$ cat src/rtl/gpio_bank_pkg.sv
package gpio_bank_pkg;

    typedef enum logic [1:0] {
        PULL_NONE = 2'd0,
        PULL_DOWN = 2'd1,
        PULL_KEEP = 2'd2,
        PULL_UP   = 2'd3
    } pad_pull_e;

    // control word field positions (the readback layout is part of behaviour)
    localparam int PULL_LSB   = 4;
    localparam int DRV_LSB    = 8;
    localparam int OE_BIT     = 12;
    // I/O word bit positions
    localparam int IO_OUT_BIT = 0;
    localparam int IO_IN_BIT  = 1;

    function automatic pad_pull_e pull_decode(input logic [1:0] code, input bit no_keeper);
        pad_pull_e res;
        unique case (code)
            2'd0:    res = PULL_NONE;
            2'd1:    res = PULL_DOWN;
            2'd2:    res = no_keeper ? PULL_UP : PULL_KEEP;
            default: res = PULL_UP;
        endcase
        return res;
    endfunction

endpackage

$ cat src/rtl/gpio_sync2.sv
module gpio_sync2 (
    input  logic clk,
    input  logic rst_n,
    input  logic din,
    output logic dout
);
    logic meta_q;
    logic stable_q;

    always_ff @(posedge clk or negedge rst_n) begin
        if (!rst_n) begin
            meta_q   <= 1'b0;
            stable_q <= 1'b0;
        end else begin
            meta_q   <= din;
            stable_q <= meta_q;
        end
    end

    assign dout = stable_q;

    // cycles since reset, saturating, so the latency check never looks before reset
    logic [1:0] age_q;
    always_ff @(posedge clk or negedge rst_n) begin
        if (!rst_n)              age_q <= 2'd0;
        else if (age_q != 2'd2)  age_q <= age_q + 2'd1;
    end

    a_r5_two_stage: assert property (@(posedge clk) disable iff (!rst_n)
        (age_q == 2'd2) |-> (dout == $past(din, 2)));

endmodule

$ cat src/rtl/gpio_pin_slice.sv
module gpio_pin_slice
    import gpio_bank_pkg::*;
#(
    parameter int DATA_W    = 16,
    parameter int FSEL_W    = 3,
    parameter bit NO_KEEPER = 1'b0
) (
    input  logic              clk,
    input  logic              rst_n,
    input  logic              ctl_we,
    input  logic              io_we,
    input  logic [DATA_W-1:0] wmask,
    input  logic [DATA_W-1:0] wdata,
    input  logic              pad_in,
    output logic [DATA_W-1:0] ctl_rd,
    output logic [DATA_W-1:0] io_rd,
    output logic              pad_out,
    output logic              pad_oe,
    output logic [1:0]        pad_pull,
    output logic [2:0]        pad_drive,
    output logic [FSEL_W-1:0] pad_fsel
);
    logic [FSEL_W-1:0] fsel_q;
    logic [1:0]        pull_q;
    logic [2:0]        drv_q;
    logic              oe_q;
    logic              out_q;
    logic              in_sync;

    gpio_sync2 u_sync (
        .clk  (clk),
        .rst_n(rst_n),
        .din  (pad_in),
        .dout (in_sync)
    );

    always_ff @(posedge clk or negedge rst_n) begin
        if (!rst_n) begin
            fsel_q <= '0;
            pull_q <= 2'd0;
            drv_q  <= 3'd0;
            oe_q   <= 1'b0;
            out_q  <= 1'b0;
        end else begin
            if (ctl_we) begin
                fsel_q <= (fsel_q & ~wmask[FSEL_W-1:0]) | (wdata[FSEL_W-1:0] & wmask[FSEL_W-1:0]);
                pull_q <= (pull_q & ~wmask[PULL_LSB +: 2]) | (wdata[PULL_LSB +: 2] & wmask[PULL_LSB +: 2]);
                drv_q  <= (drv_q & ~wmask[DRV_LSB +: 3]) | (wdata[DRV_LSB +: 3] & wmask[DRV_LSB +: 3]);
                if (wmask[OE_BIT]) oe_q <= wdata[OE_BIT];
            end
            if (io_we && wmask[IO_OUT_BIT]) out_q <= wdata[IO_OUT_BIT];
        end
    end

    always_comb begin
        ctl_rd                 = '0;
        ctl_rd[FSEL_W-1:0]     = fsel_q;
        ctl_rd[PULL_LSB +: 2]  = pull_q;
        ctl_rd[DRV_LSB +: 3]   = drv_q;
        ctl_rd[OE_BIT]         = oe_q;
        io_rd                  = '0;
        io_rd[IO_OUT_BIT]      = out_q;
        io_rd[IO_IN_BIT]       = in_sync;
    end

    assign pad_oe    = oe_q;
    assign pad_out   = out_q & oe_q;
    assign pad_pull  = pull_decode(pull_q, NO_KEEPER);
    assign pad_drive = drv_q;
    assign pad_fsel  = fsel_q;

    logic unused_ok;
    assign unused_ok = ^{wdata, wmask};

    a_r3_ctl_hold: assert property (@(posedge clk) disable iff (!rst_n)
        !ctl_we |=> $stable(ctl_rd));
    a_r3_oe_masked: assert property (@(posedge clk) disable iff (!rst_n)
        (ctl_we && !wmask[OE_BIT]) |=> $stable(pad_oe));
    a_r9_io_hold: assert property (@(posedge clk) disable iff (!rst_n)
        !io_we |=> $stable(io_rd[IO_OUT_BIT]));
    a_r4_disable_quiets: assert property (@(posedge clk) disable iff (!rst_n)
        (ctl_we && wmask[OE_BIT] && !wdata[OE_BIT]) |=> !pad_out);

    if (NO_KEEPER) begin : g_nokeep_chk
        a_r7_no_keeper_code: assert property (@(posedge clk) disable iff (!rst_n)
            pad_pull != 2'(PULL_KEEP));
    end

endmodule

$ cat src/rtl/gpio_bank_rdmux.sv
module gpio_bank_rdmux #(
    parameter int NUM_PINS = 8,
    parameter int DATA_W   = 16,
    parameter int ADDR_W   = 5
) (
    input  logic [ADDR_W-1:0]          addr,
    input  logic [NUM_PINS*DATA_W-1:0] ctl_flat,
    input  logic [NUM_PINS*DATA_W-1:0] io_flat,
    output logic [DATA_W-1:0]          rdata
);
    logic [ADDR_W-2:0] pin_idx;
    assign pin_idx = addr[ADDR_W-1:1];

    always_comb begin
        rdata = '0;
        for (int p = 0; p < NUM_PINS; p++) begin
            if (pin_idx == (ADDR_W-1)'(p)) begin
                rdata = addr[0] ? io_flat[p*DATA_W +: DATA_W] : ctl_flat[p*DATA_W +: DATA_W];
            end
        end
    end

endmodule

$ cat src/rtl/gpio_bank.sv
module gpio_bank #(
    parameter int NUM_PINS  = 8,
    parameter int NUM_FUNCS = 6,
    parameter bit NO_KEEPER = 1'b0,
    parameter int DATA_W    = 16,
    localparam int FSEL_W   = (NUM_FUNCS > 1) ? $clog2(NUM_FUNCS) : 1,
    localparam int PIN_W    = (NUM_PINS > 1) ? $clog2(NUM_PINS) : 1,
    localparam int ADDR_W   = PIN_W + 2
) (
    input  logic                       clk,
    input  logic                       rst_n,
    input  logic [ADDR_W-1:0]          bus_addr,
    input  logic                       bus_we,
    input  logic [DATA_W-1:0]          bus_wmask,
    input  logic [DATA_W-1:0]          bus_wdata,
    output logic [DATA_W-1:0]          bus_rdata,
    input  logic [NUM_PINS-1:0]        pad_in,
    output logic [NUM_PINS-1:0]        pad_out,
    output logic [NUM_PINS-1:0]        pad_oe,
    output logic [2*NUM_PINS-1:0]      pad_pull,
    output logic [3*NUM_PINS-1:0]      pad_drive,
    output logic [FSEL_W*NUM_PINS-1:0] pad_fsel
);
    logic [NUM_PINS-1:0]        ctl_we_v;
    logic [NUM_PINS-1:0]        io_we_v;
    logic [NUM_PINS*DATA_W-1:0] ctl_flat;
    logic [NUM_PINS*DATA_W-1:0] io_flat;

    always_comb begin
        for (int p = 0; p < NUM_PINS; p++) begin
            ctl_we_v[p] = bus_we && (bus_addr == ADDR_W'(2*p));
            io_we_v[p]  = bus_we && (bus_addr == ADDR_W'(2*p + 1));
        end
    end

    for (genvar p = 0; p < NUM_PINS; p++) begin : g_pin
        gpio_pin_slice #(
            .DATA_W   (DATA_W),
            .FSEL_W   (FSEL_W),
            .NO_KEEPER(NO_KEEPER)
        ) u_slice (
            .clk      (clk),
            .rst_n    (rst_n),
            .ctl_we   (ctl_we_v[p]),
            .io_we    (io_we_v[p]),
            .wmask    (bus_wmask),
            .wdata    (bus_wdata),
            .pad_in   (pad_in[p]),
            .ctl_rd   (ctl_flat[p*DATA_W +: DATA_W]),
            .io_rd    (io_flat[p*DATA_W +: DATA_W]),
            .pad_out  (pad_out[p]),
            .pad_oe   (pad_oe[p]),
            .pad_pull (pad_pull[2*p +: 2]),
            .pad_drive(pad_drive[3*p +: 3]),
            .pad_fsel (pad_fsel[FSEL_W*p +: FSEL_W])
        );
    end

    gpio_bank_rdmux #(
        .NUM_PINS(NUM_PINS),
        .DATA_W  (DATA_W),
        .ADDR_W  (ADDR_W)
    ) u_rdmux (
        .addr    (bus_addr),
        .ctl_flat(ctl_flat),
        .io_flat (io_flat),
        .rdata   (bus_rdata)
    );

    a_r8_unmapped_read: assert property (@(posedge clk) disable iff (!rst_n)
        (bus_addr >= ADDR_W'(2*NUM_PINS)) |-> (bus_rdata == '0));
    a_r8_unmapped_write: assert property (@(posedge clk) disable iff (!rst_n)
        (bus_we && (bus_addr >= ADDR_W'(2*NUM_PINS)))
        |=> $stable({pad_oe, pad_pull, pad_drive, pad_fsel}));
    a_r9_one_pin_written: assert property (@(posedge clk) disable iff (!rst_n)
        $onehot0({ctl_we_v, io_we_v}));

endmodule

$ cat config.mk
export PLATFORM = sky130hd
export DESIGN_NAME = gpio_bank
export DESIGN_NICKNAME = d
export VERILOG_FILES = /design/src/rtl/gpio_bank_pkg.sv /design/src/rtl/gpio_sync2.sv /design/src/rtl/gpio_pin_slice.sv /design/src/rtl/gpio_bank_rdmux.sv /design/src/rtl/gpio_bank.sv
export SDC_FILE = /design/constraint.sdc
export NUM_CORES = 1
export LEC_CHECK = 0
export CAP_MARGIN = 20
export CELL_PAD_IN_SITES_DETAIL_PLACEMENT = 1
export CELL_PAD_IN_SITES_GLOBAL_PLACEMENT = 1
export CORE_UTILIZATION = 38
export CTS_BUF_LIST = sky130_fd_sc_hd__clkbuf_2 sky130_fd_sc_hd__clkbuf_4 sky130_fd_sc_hd__clkbuf_8
export DETAILED_ROUTE_END_ITERATION = 12
export HOLD_SLACK_MARGIN = 0.05
export PLACE_DENSITY = 0.81
export SLEW_MARGIN = 20
export SYNTH_ARGS = -nofsm -noshare
export SYNTH_HDL_FRONTEND = slang
export SYNTH_SLANG_ARGS = --single-unit
$ cat constraint.sdc
create_clock -name clk -period 3.6 [get_ports clk]
set_clock_uncertainty 0.05 [all_clocks]
set_input_delay 1.08 -clock clk [delete_from_list [all_inputs] [get_ports clk]]
set_output_delay 1.08 -clock clk [all_outputs]
set_load 0.05 [all_outputs]
After elaboration in Yosys (flattened, before gate mapping)
Index checks and enable logic that the tools add are counted.

storage, ports and cells
  register bits after elaboration = 96
  input bits = 48
  output and inout bits = 96
  logic and storage cells = 222

operators by class
  equality and inequality tests = 38
  multiplexer cells = 24
  bitwise logic cells = 62
  reductions and logical operators = 42

operator list
  kind                  number
  $mux W16              8
  $mux W13              8
  $and A3 B3 Y3         18
  $or A3 B3 Y3          16
  $pmux W2 S3           8
  $eq A5 B4 Y1 const B  8
  $logic_and A1 B1 Y1   24
  $eq A5 B3 Y1 const B  4
  $and A2 B2 Y2         9
  $eq A2 B1 Y1 const B  8
  $eq A2 B2 Y1 const B  8
  $eq A4 B3 Y1 const B  4
  $logic_not A2 Y1      8
  $or A2 B2 Y2          8
  $reduce_and A2 Y1     8
  $eq A5 B2 Y1 const B  2
  $and A1 B1 Y1         8
  $eq A4 B2 Y1 const B  2
  $not A3 Y3            2
  $eq A5 B1 Y1 const B  1
  $logic_not A5 Y1      1
  $eq A4 B1 Y1 const B  1
  $logic_not A4 Y1      1
  $not A2 Y2            1

Logic depth before layout (Yosys ltp)
Gate-level depths: netlist (run 1).

  word-level depth = 9
  gate-level depth with buffers = 7
  gate-level depth less buffers = 4

Cells and area by module
Synthesis (run 1) repeated with hierarchy kept, for this count alone.

second synthesis, totals
  cell total of the unflattened synthesis = 856
  area total of the unflattened synthesis = 8,659.6 µm²

modules (own cells, without submodules)
  module           instances  cells an instance  area each (µm²)  sequential area each (µm²)
  gpio_pin_slice   8          65                 688.2            250.2
  gpio_bank_rdmux  1          297                2,622.5          0.0
  gpio_sync2       8          2                  50.0             50.0
  gpio_bank        1          23                 131.4            0.0

Worst setup path after synthesis (run 1)
OpenSTA, ideal clock, no wires.

  path type = input to output
  from = input bus_addr[0]
  to = output bus_rdata[1]
  arrival time = 2.945 ns
  data required time = 2.470 ns
  setup slack = -0.475 ns
  stages on the path = 6
  buffers on the path = 3
  path through = buf_2 -> buf_2 -> buf_2 -> mux2i_1 -> o31a_1 -> a31oi_1

on the way
  longest elaborated chain between the ends = 9
  elaborated cells on any way between the ends = 16
  classes of those cells = mux (16)

RTL lines
  element                RTL line               source
  start: declaration     gpio_bank.sv:12        input logic [ADDR_W-1:0] bus_addr,
  $mux W13               gpio_bank_rdmux.sv:18  rdata = addr[0] ? io_flat[p*DATA_W +: DATA_W] : ctl_flat[p*DATA_W +: DATA_W];
  $mux W16 (7 in a row)  gpio_bank_rdmux.sv:17  if (pin_idx == (ADDR_W-1)'(p)) begin
  $mux W16 (*)           gpio_bank_rdmux.sv:17
  end: declaration       gpio_bank.sv:16        output logic [DATA_W-1:0] bus_rdata,

Every way passes the cells marked *; elsewhere a longest branch is shown, timed or not.

Final worst setup path (run 1)
  from = input bus_addr[1]
  to = output bus_rdata[12]

on the way
  longest elaborated chain between the ends = 9
  elaborated cells on any way between the ends = 16
  classes of those cells = eq/ne (7); mux (8); reduce/logical (1)

RTL lines
  element                RTL line
  $logic_not A4 Y1       gpio_bank_rdmux.sv:17
  $mux W16 (7 in a row)  gpio_bank_rdmux.sv:17
  $mux W16 (*)           gpio_bank_rdmux.sv:17

Marks and branches as above.

==> run summary, run 1 <==
OUTCOME
----------------------------------------------------------------------------------------------------
Run status                                                                              finished, violations left
Violated checks                                                                         negative setup slack

PLACED DESIGN
----------------------------------------------------------------------------------------------------
Area after detailed placement                                                            0.00651 mm2
Gp weighted congestion                                                                         0.840
Post-Place Worst Slack                                                                     -0.517 ns
Quantity of I/O buffers inserted on ports                                                        122
Post-detailed-placement half-perimeter wirelength                                           11100 um

WORST SETUP PATH
----------------------------------------------------------------------------------------------------
Required arrival time at the worst endpoint                                                  2.47 ns
Worst Setup Path Type                                                                   input port to output pin
Crit Path Max Fanout                                                                               7
Worst setup SP type                                                                       input port
Cell depth of the worst setup path                                                                 7
Signal arrival time at the worst endpoint                                                    2.51 ns
Critical register-to-register path endpoint                                             g_pin[4].u_slice.pad_oe$_DFFE_PN0P_
Max stage delay cell, worst path                                                              mux4_2
Slowest stage delay, CP                                                                      0.54 ns
Kind of end point of the critical path                                                    output pin
Combined buffer and inverter count along the critical path                                         3
Series of cell instances along the critical path                                        buf_12 -> buf_12 -> mux4_2 -> nand2_2 -> a221oi_2 -> a221o_2 -> buf_12
Critical path destination                                                               bus_rdata[12]
Critical register-to-register path startpoint                                           g_pin[4].u_slice.pad_oe$_DFFE_PN0P_
Worst setup slack for register-to-register paths                                             2.71 ns
Depth of the worst register-to-register path                                                       1
Most prevalent standard cell on the critical path                                             buf_12
Family with the most delay on the worst path                                            multiplexers
Startpoint of the most critical setup path                                               bus_addr[1]

ROUTING
----------------------------------------------------------------------------------------------------
First-pass iteration count of the detailed router                                                  4
Initial drt markers                                                                              201
Number of nets with antenna violations after detailed routing                                      0
Wire length per cell                                                                         20.7 um
Number of remaining DRC errors                                                                     0
Vias after detailed routing                                                                     3791
Via-to-Cell Ratio                                                                               5.14
Wirelength, routed                                                                          15300 um

GLOBAL ROUTING
----------------------------------------------------------------------------------------------------
Pin count of the biggest net entering global routing                                              57
Aggregate global-route resource usage                                                          22.3%
Vias in the first global route                                                                  4164
Overall overflow remaining after global route                                                      0
Initial antenna violation count                                                                    0
First-pass GRT wire length                                                                  23600 um

FINISH
----------------------------------------------------------------------------------------------------
Utilization after layout                                                                       52.2%
Area delta synth->final                                                                        33.4%
Commonest cells after routing, fill and taps aside                                      clkdlybuf4s50_1 (107), dfrtp_1 (96), mux2_2 (83), nand2_1 (76), buf_4 (43)
# diodes                                                                                           0
Share of post-route cells with drive strength above 1                                          38.6%
Net total in the final layout                                                                    605
Most frequent standard cell in the layout excluding fill and tap cells                  clkdlybuf4s50_1
Cell area after layout                                                                   0.00694 mm2

TIMING
----------------------------------------------------------------------------------------------------
Transition time at the pin with the least slew margin                                       0.553 ns
Max Transition Viols Final                                                                         0
Final setup slack of the worst path                                                       -0.0361 ns
Final min period                                                                             3.64 ns
Post-route clock period utilization                                                             101%
Final-report hold violation count                                                                  0
Post-route setup TNS                                                                      -0.0361 ns
Worst slew margin relative to its limit                                                        63.1%
RSZ-0062 raised after global routing                                                             yes
Max Clock Freq                                                                               275 MHz
Setup Viol. Count Final                                                                            1

FLOORPLAN
----------------------------------------------------------------------------------------------------
Standard-cell rows                                                                                42
Number of ports placed on the die boundary                                                       144
Die Span Y                                                                                    119 um
Starting density of the core                                                                   39.1%
Die footprint                                                                             0.0142 mm2
Std-Cell Core Area                                                                        0.0133 mm2
Horiz. Die Dim                                                                                119 um

PWR
----------------------------------------------------------------------------------------------------
Maximum vdd drop                                                                              253 uV
Leak                                                                                      0.00296 uW
Pwr/cell area                                                                             444 mW/mm2
Total power                                                                                  3080 uW

CLOCK NETWORK
----------------------------------------------------------------------------------------------------
Number of levels in the clock H-tree                                                               3
CTS buffer count                                                                                   9
Clk root buf                                                                                clkbuf_8
Clock tree from TritonCTS                                                                        yes
TritonCTS sink count                                                                              96
Clock Latency Late Sink                                                                      0.39 ns
Clock-pin slew reported for the worst setup and hold paths after clock tree synthesis        0.10 ns
CTS max path bufs                                                                                  2

YOSYS
----------------------------------------------------------------------------------------------------
Number of synthesized flops with an enable pin                                                     0
Total standard cell area after synthesis                                                 0.00520 mm2
Post-synthesis cell count                                                                        473
Share of flip-flops with an asynchronous set or reset                                           100%
Flip-flop cell with the highest count after synthesis                                        dfrtp_1
Ranking of synthesized cells by area                                                    dfrtp_1 (46%), mux2_2 (18%), buf_4 (10%), nand2_1 (5.8%), mux4_2 (4.8%)
Register area share after synthesis                                                            46.2%
Area share of the largest cell type after synthesis                                            46.2%
Unique cell type count in the Yosys netlist                                                       41
Synth warn                                                                                         0
Mean instance size in the synthesized netlist                                               11.0 um2
Flip-flop and latch count after synthesis                                                         96
Largest area contributor in the netlist                                                      dfrtp_1

JOB
----------------------------------------------------------------------------------------------------
Number of violations of the max-capacitance limit                                                  0

MIN PATH
----------------------------------------------------------------------------------------------------
Worst min path class                                                                    register to register

-- report_power, final --
group          internal (uW)  leakage [uW]  total (uW)  switching, uW
Sequential              1210       0.00125        1320            115
Clock                    257     0.0000862         667            410
Combinational            428       0.00163        1100            667
-- stage by stage --
stage | hold slack (ns) | cells
global placement | 0.283 | 717
floorplan | 0.281 | 479
CTS | 0.310 | 737
detailed placement | 0.287 | 717
global route | 0.313 | 738
finish | 0.307 | 738
-- how the worst min path moves through the flow --
| stage | startpoint | end | slack [ns] | cells after the start |
|---|---|---|---|---|
| after floorplan | g_pin[0].u_slice.u_sync.meta_q$_DFF_PN0_ | g_pin[0].u_slice.u_sync.dout$_DFF_PN0_ | 0.28 | 0 |
| after global placement | g_pin[3].u_slice.u_sync.meta_q$_DFF_PN0_ | g_pin[3].u_slice.u_sync.dout$_DFF_PN0_ | 0.28 | 0 |
| after detailed placement | g_pin[0].u_slice.u_sync.meta_q$_DFF_PN0_ | g_pin[0].u_slice.u_sync.dout$_DFF_PN0_ | 0.29 | 0 |
| after CTS | g_pin[0].u_slice.u_sync.meta_q$_DFF_PN0_ | g_pin[0].u_slice.u_sync.dout$_DFF_PN0_ | 0.31 | 0 |
| after global routing | g_pin[0].u_slice.u_sync.meta_q$_DFF_PN0_ | g_pin[0].u_slice.u_sync.dout$_DFF_PN0_ | 0.31 | 0 |
| final | g_pin[0].u_slice.u_sync.meta_q$_DFF_PN0_ | g_pin[0].u_slice.u_sync.dout$_DFF_PN0_ | 0.31 | 0 |
-- layout make-up --
| cell class | count | area [um2] |
|---|---|---|
| Clock buffer | 9 | 124 |
| Clock inverter | 7 | 55.1 |
| Timing Repair Buffer | 176 | 1840 |
| Multi-Input combinational cell | 272 | 2290 |
| Fill cell | 1386 | 6350 |
| Inverter | 2 | 7.51 |
| Tap cell | 176 | 220 |
| Sequential cell | 96 | 2400 |
-- layer usage --
metal	GRT usage, %	part of all wire, %	vias up
met5	0	0	-
met4	7.75	2.8	0
met3	5.17	4.4	28
met2	36.6	50	119
met1	28.9	43	1940
li1	-	-	1704
-- kinds of logic after synthesis --
group | count (synthesis) | share of synthesized area [%]
simple gates | 131 | 11.7
buf+inv | 111 | 13.4
mux | 102 | 24.3
flops | 96 | 46.2
compound gates | 32 | 4.35
other cells | 1 | 0.0721
-- what timing repair did --
item	CTS	global route
resized for setup	57	11
hold buffers	0	0
pin swaps	12	8
endpoints found under the setup margin	9	7
buffers inserted	2	1
gates cloned	2	0
-- cells in the mapped netlist, drive strengths merged (2+ instances only) --
| master | number |
|---|---|
| o21ai | 10 |
| a221o | 4 |
| nand3 | 5 |
| mux2i | 7 |
| nor2 | 18 |
| a21oi | 4 |
| mux2 | 84 |
| nand4bb | 2 |
| nor3 | 5 |
| clkbuf | 27 |
| buf | 82 |
| nand2 | 80 |
| dfrtp | 96 |
| and3 | 3 |
| o221ai | 3 |
| a221oi | 4 |
| and2 | 8 |
| inv | 2 |
| nand2b | 3 |
| mux4 | 11 |
(Power assumes the default switching activity.)
==> run 2, diff against run 1 <==
RECOVER_POWER = 25   (was default)
==> run 2 against run 1 <==
Net effect:
- the run ends with max-capacitance violations, max-slew violations, negative setup slack left
- maximum frequency barely moved
- power barely moved
- clock power barely moved
- global-route usage did not move
- core utilization barely moved
- combinational power barely moved
- setup slack barely moved
- design area barely moved
- wire length barely moved
- via count barely moved
==> run summary, run 2 (synthesis gave the netlist of run 1 again) <==
FINISH
----------------------------------------------------------------------------------------------------
# diodes                                                                                           0
Commonest cells after routing, fill and taps aside                                      clkdlybuf4s50_1 (99), dfrtp_1 (96), mux2_2 (83), nand2_1 (76), buf_4 (42)
Share of post-route cells with drive strength above 1                                          38.4%
Most frequent standard cell in the layout excluding fill and tap cells                  clkdlybuf4s50_1
Net total in the final layout                                                                    605
Filler instances                                                                                1386
Storage cell area                                                                        0.00240 mm2
Cell Count, Final, Fillers Out                                                                   738
Utilization after layout                                                                       52.2%
Area delta synth->final                                                                        33.4%
Multi-input logic area                                                                   0.00229 mm2

PLACED DESIGN
----------------------------------------------------------------------------------------------------
Post-detailed-placement half-perimeter wirelength                                           11100 um
Gp weighted congestion                                                                         0.840
Quantity of I/O buffers inserted on ports                                                        122
Post-Place Worst Slack                                                                     -0.517 ns
Cell count after placement                                                                       717

FLOORPLAN
----------------------------------------------------------------------------------------------------
Number of ports placed on the die boundary                                                       144
Standard-cell rows                                                                                42
Die footprint                                                                             0.0142 mm2
Horiz. Die Dim                                                                                119 um
Std-Cell Core Area                                                                        0.0133 mm2
Die Span Y                                                                                    119 um
Starting density of the core                                                                   39.1%

WORST SETUP PATH
----------------------------------------------------------------------------------------------------
Worst Setup Path Type                                                                   input port to output pin
Critical register-to-register path startpoint                                           g_pin[4].u_slice.pad_oe$_DFFE_PN0P_
Critical register-to-register path endpoint                                             g_pin[4].u_slice.pad_oe$_DFFE_PN0P_
Signal arrival time at the worst endpoint                                                    2.51 ns
Worst setup SP type                                                                       input port
Crit Path Max Fanout                                                                               7
Required arrival time at the worst endpoint                                                  2.47 ns
Depth of the worst register-to-register path                                                       1
Kind of end point of the critical path                                                    output pin
Worst setup slack for register-to-register paths                                             2.71 ns

GLOBAL ROUTING
----------------------------------------------------------------------------------------------------
Overall overflow remaining after global route                                                      0
Aggregate global-route resource usage                                                          22.3%
Vias in the first global route                                                                  4164
Pin count of the biggest net entering global routing                                              57
Initial antenna violation count                                                                    0
First-pass GRT wire length                                                                  23600 um

ROUTING
----------------------------------------------------------------------------------------------------
Number of nets with antenna violations after detailed routing                                      0
Wire length per cell                                                                         20.7 um
Initial drt markers                                                                              201
Vias after detailed routing                                                                     3790
Number of remaining DRC errors                                                                     0
First-pass iteration count of the detailed router                                                  4
Via-to-Cell Ratio                                                                               5.14
Wirelength, routed                                                                          15300 um

JOB
----------------------------------------------------------------------------------------------------
Number of violations of the max-capacitance limit                                                  1

CLOCK NETWORK
----------------------------------------------------------------------------------------------------
Clk root buf                                                                                clkbuf_8
Clock tree from TritonCTS                                                                        yes
Clock-pin slew reported for the worst setup and hold paths after clock tree synthesis        0.10 ns
Hold bufs inserted after CTS                                                                       0
Number of levels in the clock H-tree                                                               3
CTS buffer count                                                                                   9
TritonCTS sink count                                                                              96
Clock Latency Late Sink                                                                      0.39 ns
CTS max path bufs                                                                                  2

TIMING
----------------------------------------------------------------------------------------------------
Final setup slack of the worst path                                                       -0.0361 ns
Max Transition Viols Final                                                                        41
Setup Viol. Count Final                                                                            1
Transition time at the pin with the least slew margin                                        2.32 ns
Fin Hold WS                                                                                 0.307 ns
Post-route clock period utilization                                                             101%
RSZ-0062 raised after global routing                                                             yes
Final-report hold violation count                                                                  0
Worst slew margin relative to its limit                                                       -54.8%
Post-route setup TNS                                                                      -0.0361 ns
Final min period                                                                             3.64 ns
Max Clock Freq                                                                               275 MHz

MIN PATH
----------------------------------------------------------------------------------------------------
Worst min path class                                                                    register to register
Cells on Worst Hold Path                                                                           0
Launch point of the worst hold path                                                     g_pin[0].u_slice.u_sync.meta_q$_DFF_PN0_
Hold Crit Endpoint                                                                      g_pin[0].u_slice.u_sync.dout$_DFF_PN0_

OUTCOME
----------------------------------------------------------------------------------------------------
Violated checks                                                                         max-capacitance violations, max-slew violations, negative setup slack
Run status                                                                              finished, violations left

PWR
----------------------------------------------------------------------------------------------------
Maximum vdd drop                                                                              253 uV
Leak                                                                                      0.00296 uW
Pwr/cell area                                                                             444 mW/mm2

-- run 2: changes by cell type in the layout (fill, tap and decap cells not counted) --
cell	delta
clkdlybuf4s50_1	-8
dlygate4sd3_1	+8
buf_4	-1
clkbuf_1	+1
-- run 2: layout make-up --
class / count / area share (%)
repair buffers: 176 / 26.4
clock inverters: 7 / 0.794
inverters: 2 / 0.108
flip-flops and latches: 96 / 34.6
multi-input cells: 272 / 33.1
clock buffers: 9 / 1.79
well taps: 176 / 3.17
-- run 2: critical path, stage by stage --
cell and delay [ns]:
buf_12 0.09, buf_12 0.13, mux4_2 0.54, nand2_2 0.10, a221oi_2 0.07, a221o_2 0.34
buf_12 0.15
-- run 2: per-layer routing --
layer | vias to the layer above | GRT usage [%] | share of wire (%)
li1 | 1704 | - | -
met1 | 1939 | 28.9 | 43
met4 | 0 | 7.75 | 2.8
met2 | 119 | 36.6 | 49
met3 | 28 | 5.17 | 4.4
met5 | - | 0 | 0
-- run 2: repair_timing --
| action | CTS | global route |
|---|---|---|
| pin swaps | 12 | 8 |
| endpoints found under the setup margin | 9 | 7 |
| buffers inserted | 2 | 1 |
| cloned | 2 | 0 |
| resized for setup | 57 | 11 |
-- run 2: worst max path at each step --
stage | start | end | slack [ns]
2_1_floorplan | bus_addr[0] | bus_rdata[4] | -0.23
3_3_place_gp | bus_addr[1] | bus_rdata[0] | -0.50
3_5_place_dp | bus_addr[1] | bus_rdata[0] | -0.52
4_1_cts | bus_addr[1] | bus_rdata[2] | -0.01
5_1_grt | bus_addr[1] | bus_rdata[12] | -0.06
6_report | bus_addr[1] | bus_rdata[12] | -0.04
-- run 2: through the flow --
| step | power (uW) | instance area [um2] |
|---|---|---|
| after global routing | 3200 | 6940 |
| after floorplan | 2110 | 5250 |
| after CTS | 3110 | 6910 |
| after global placement | 2380 | 6510 |
| final | 3080 | 6940 |
| after detailed placement | 2410 | 6510 |
-- run 2: power by group --
group	total [uW]	internal, uW	leakage, uW	switching (uW)
Clock	667	257	0.0000862	410
Sequential	1320	1210	0.00125	115
Combinational	1090	426	0.00163	667
==> run 3, diff against run 2 <==
CAP_MARGIN = 40   (was 20)
REMOVE_ABC_BUFFERS = 1   (was default)
==> run 3 against run 2 <==
Net effect:
- cell count is 1.6% higher
- via count rose by 3.9%
- the run ends with negative setup slack left
- highest routed layer unchanged
- critical path depth unchanged
- sequential cell count did not move
- maximum frequency down 0.72%
- register-to-register slack worse by 0.03 ns
- largest power group unchanged
- first-iteration DRC count grew 24%
- setup slack worse by 0.026 ns
==> run summary, run 3 (synthesis gave the netlist of run 1 again) <==
FINISH
----------------------------------------------------------------------------------------------------
Most frequent standard cell in the layout excluding fill and tap cells                  clkdlybuf4s50_1
Area delta synth->final                                                                        35.6%
# diodes                                                                                           0
Net total in the final layout                                                                    618
Commonest cells after routing, fill and taps aside                                      clkdlybuf4s50_1 (99), dfrtp_1 (96), mux2_2 (83), nand2_1 (77), buf_4 (52)
Storage cell area                                                                        0.00240 mm2
Share of post-route cells with drive strength above 1                                          38.5%
Cell Count, Final, Fillers Out                                                                   750
Multi-input logic area                                                                   0.00226 mm2
Filler instances                                                                                1376
Cell area after layout                                                                   0.00705 mm2
Utilization after layout                                                                       53.0%

CLOCK NETWORK
----------------------------------------------------------------------------------------------------
TritonCTS sink count                                                                              96
Number of levels in the clock H-tree                                                               3
Clock tree from TritonCTS                                                                        yes
Clock-pin slew reported for the worst setup and hold paths after clock tree synthesis        0.09 ns
CTS buffer count                                                                                   9
Clock Latency Late Sink                                                                      0.39 ns
CTS max path bufs                                                                                  2
Clk root buf                                                                                clkbuf_8

GLOBAL ROUTING
----------------------------------------------------------------------------------------------------
Vias in the first global route                                                                  4440
Pin count of the biggest net entering global routing                                              51
Overall overflow remaining after global route                                                      0
Initial antenna violation count                                                                    0
Aggregate global-route resource usage                                                          24.5%
First-pass GRT wire length                                                                  25900 um

MIN PATH
----------------------------------------------------------------------------------------------------
Worst min path class                                                                    register to register
Cells on Worst Hold Path                                                                           0
Launch point of the worst hold path                                                     g_pin[1].u_slice.u_sync.meta_q$_DFF_PN0_
Hold Crit Endpoint                                                                      g_pin[1].u_slice.u_sync.dout$_DFF_PN0_

WORST SETUP PATH
----------------------------------------------------------------------------------------------------
Family with the most delay on the worst path                                            multiplexers
Kind of end point of the critical path                                                    output pin
Most prevalent standard cell on the critical path                                             buf_12
Worst setup SP type                                                                       input port
Critical register-to-register path startpoint                                           g_pin[6].u_slice.pad_oe$_DFFE_PN0P_
Depth of the worst register-to-register path                                                       1
Crit Path Max Fanout                                                                               6
Critical register-to-register path endpoint                                             g_pin[6].u_slice.pad_oe$_DFFE_PN0P_
Max stage delay cell, worst path                                                              mux4_2
Worst Setup Path Type                                                                   input port to output pin
Required arrival time at the worst endpoint                                                  2.47 ns
Worst setup slack for register-to-register paths                                             2.68 ns
Signal arrival time at the worst endpoint                                                    2.53 ns
Slowest stage delay, CP                                                                      0.55 ns
Series of cell instances along the critical path                                        buf_12 -> buf_12 -> mux4_2 -> nand2_2 -> a221oi_2 -> a221o_1 -> buf_12
Combined buffer and inverter count along the critical path                                         3

TIMING
----------------------------------------------------------------------------------------------------
Transition time at the pin with the least slew margin                                        1.39 ns
Setup Viol. Count Final                                                                            5
Final setup slack of the worst path                                                       -0.0625 ns
Max Clock Freq                                                                               273 MHz
RSZ-0062 raised after global routing                                                             yes
Post-route clock period utilization                                                             102%
Worst slew margin relative to its limit                                                        7.19%
Final min period                                                                             3.66 ns
Max Transition Viols Final                                                                         0
Final-report hold violation count                                                                  0

FLOORPLAN
----------------------------------------------------------------------------------------------------
Number of ports placed on the die boundary                                                       144
Die footprint                                                                             0.0142 mm2
Starting density of the core                                                                   39.1%
Die Span Y                                                                                    119 um
Horiz. Die Dim                                                                                119 um
Std-Cell Core Area                                                                        0.0133 mm2
Standard-cell rows                                                                                42

PLACED DESIGN
----------------------------------------------------------------------------------------------------
Cell count after placement                                                                       722
Gp weighted congestion                                                                         0.880
Post-detailed-placement half-perimeter wirelength                                           11300 um
Area after detailed placement                                                            0.00655 mm2
Quantity of I/O buffers inserted on ports                                                        122

PWR
----------------------------------------------------------------------------------------------------
Leak                                                                                      0.00304 uW
Maximum vdd drop                                                                              251 uV
Pwr/cell area                                                                             450 mW/mm2
Total power                                                                                  3170 uW

ROUTING
----------------------------------------------------------------------------------------------------
Via-to-Cell Ratio                                                                               5.25
Number of nets with antenna violations after detailed routing                                      0
Number of remaining DRC errors                                                                     0
Wire length per cell                                                                         22.1 um
Vias after detailed routing                                                                     3938
Wirelength, routed                                                                          16600 um
Initial drt markers                                                                              249
First-pass iteration count of the detailed router                                                  4

OUTCOME
----------------------------------------------------------------------------------------------------
Violated checks                                                                         negative setup slack
Run status                                                                              finished, violations left

JOB
----------------------------------------------------------------------------------------------------
Number of violations of the max-capacitance limit                                                  0

[run 3: through the flow]
stage,setup TNS (ns),setup slack (ns),hold slack (ns)
finish,-0.168,-0.0625,0.307
global route,-0.337,-0.0883,0.312
CTS,-0.0796,-0.0376,0.308
detailed placement,-4.55,-0.543,0.286
global placement,-4.31,-0.517,0.283
floorplan,-0.0154,-0.00514,0.281
[run 3: worst max-delay path by stage]
stage | start | to | slack, ns | cells past startpoint
after global placement | bus_addr[1] | bus_rdata[12] | -0.52 | 7
after global routing | bus_addr[0] | bus_rdata[4] | -0.09 | 9
after CTS | bus_addr[1] | bus_rdata[12] | -0.04 | 7
final | bus_addr[1] | bus_rdata[12] | -0.06 | 7
after floorplan | bus_addr[0] | bus_rdata[10] | -0.005 | 3
after detailed placement | bus_addr[1] | bus_rdata[8] | -0.54 | 8
[run 3: layout make-up]
cell class,count,share of cell area (%)
Timing Repair Buffer,189,27.8
Clock buffer,9,1.76
Inverter,2,0.106
Sequential cell,96,34.1
Multi-Input combinational cell,272,32.1
Tap cell,176,3.12
Clock inverter,6,0.994
[run 3: repair_timing]
action	in CTS	in global routing
hold buffers	0	0
gates resized for setup	59	11
pin swaps	9	14
buffers inserted	8	3
hold endpoints to repair	0	0
cloned	3	0
endpoints found under the setup margin	9	9
[run 3: routing by layer]
layer  track usage, %  part of all wire, %  vias up
met3             4.31                  5.9       31
met2             42.4                   52      149
met5                0                    0        -
met4             11.2                  2.6        0
li1                 -                    -     1736
met1             29.6                   40     2022
[run 3: report_power, final]
group          internal (uW)  switching [uW]  leakage [uW]
clock network            321             406     0.0000879
logic                    438             682       0.00170
registers               1210             119       0.00125
total                   1960            1210       0.00304
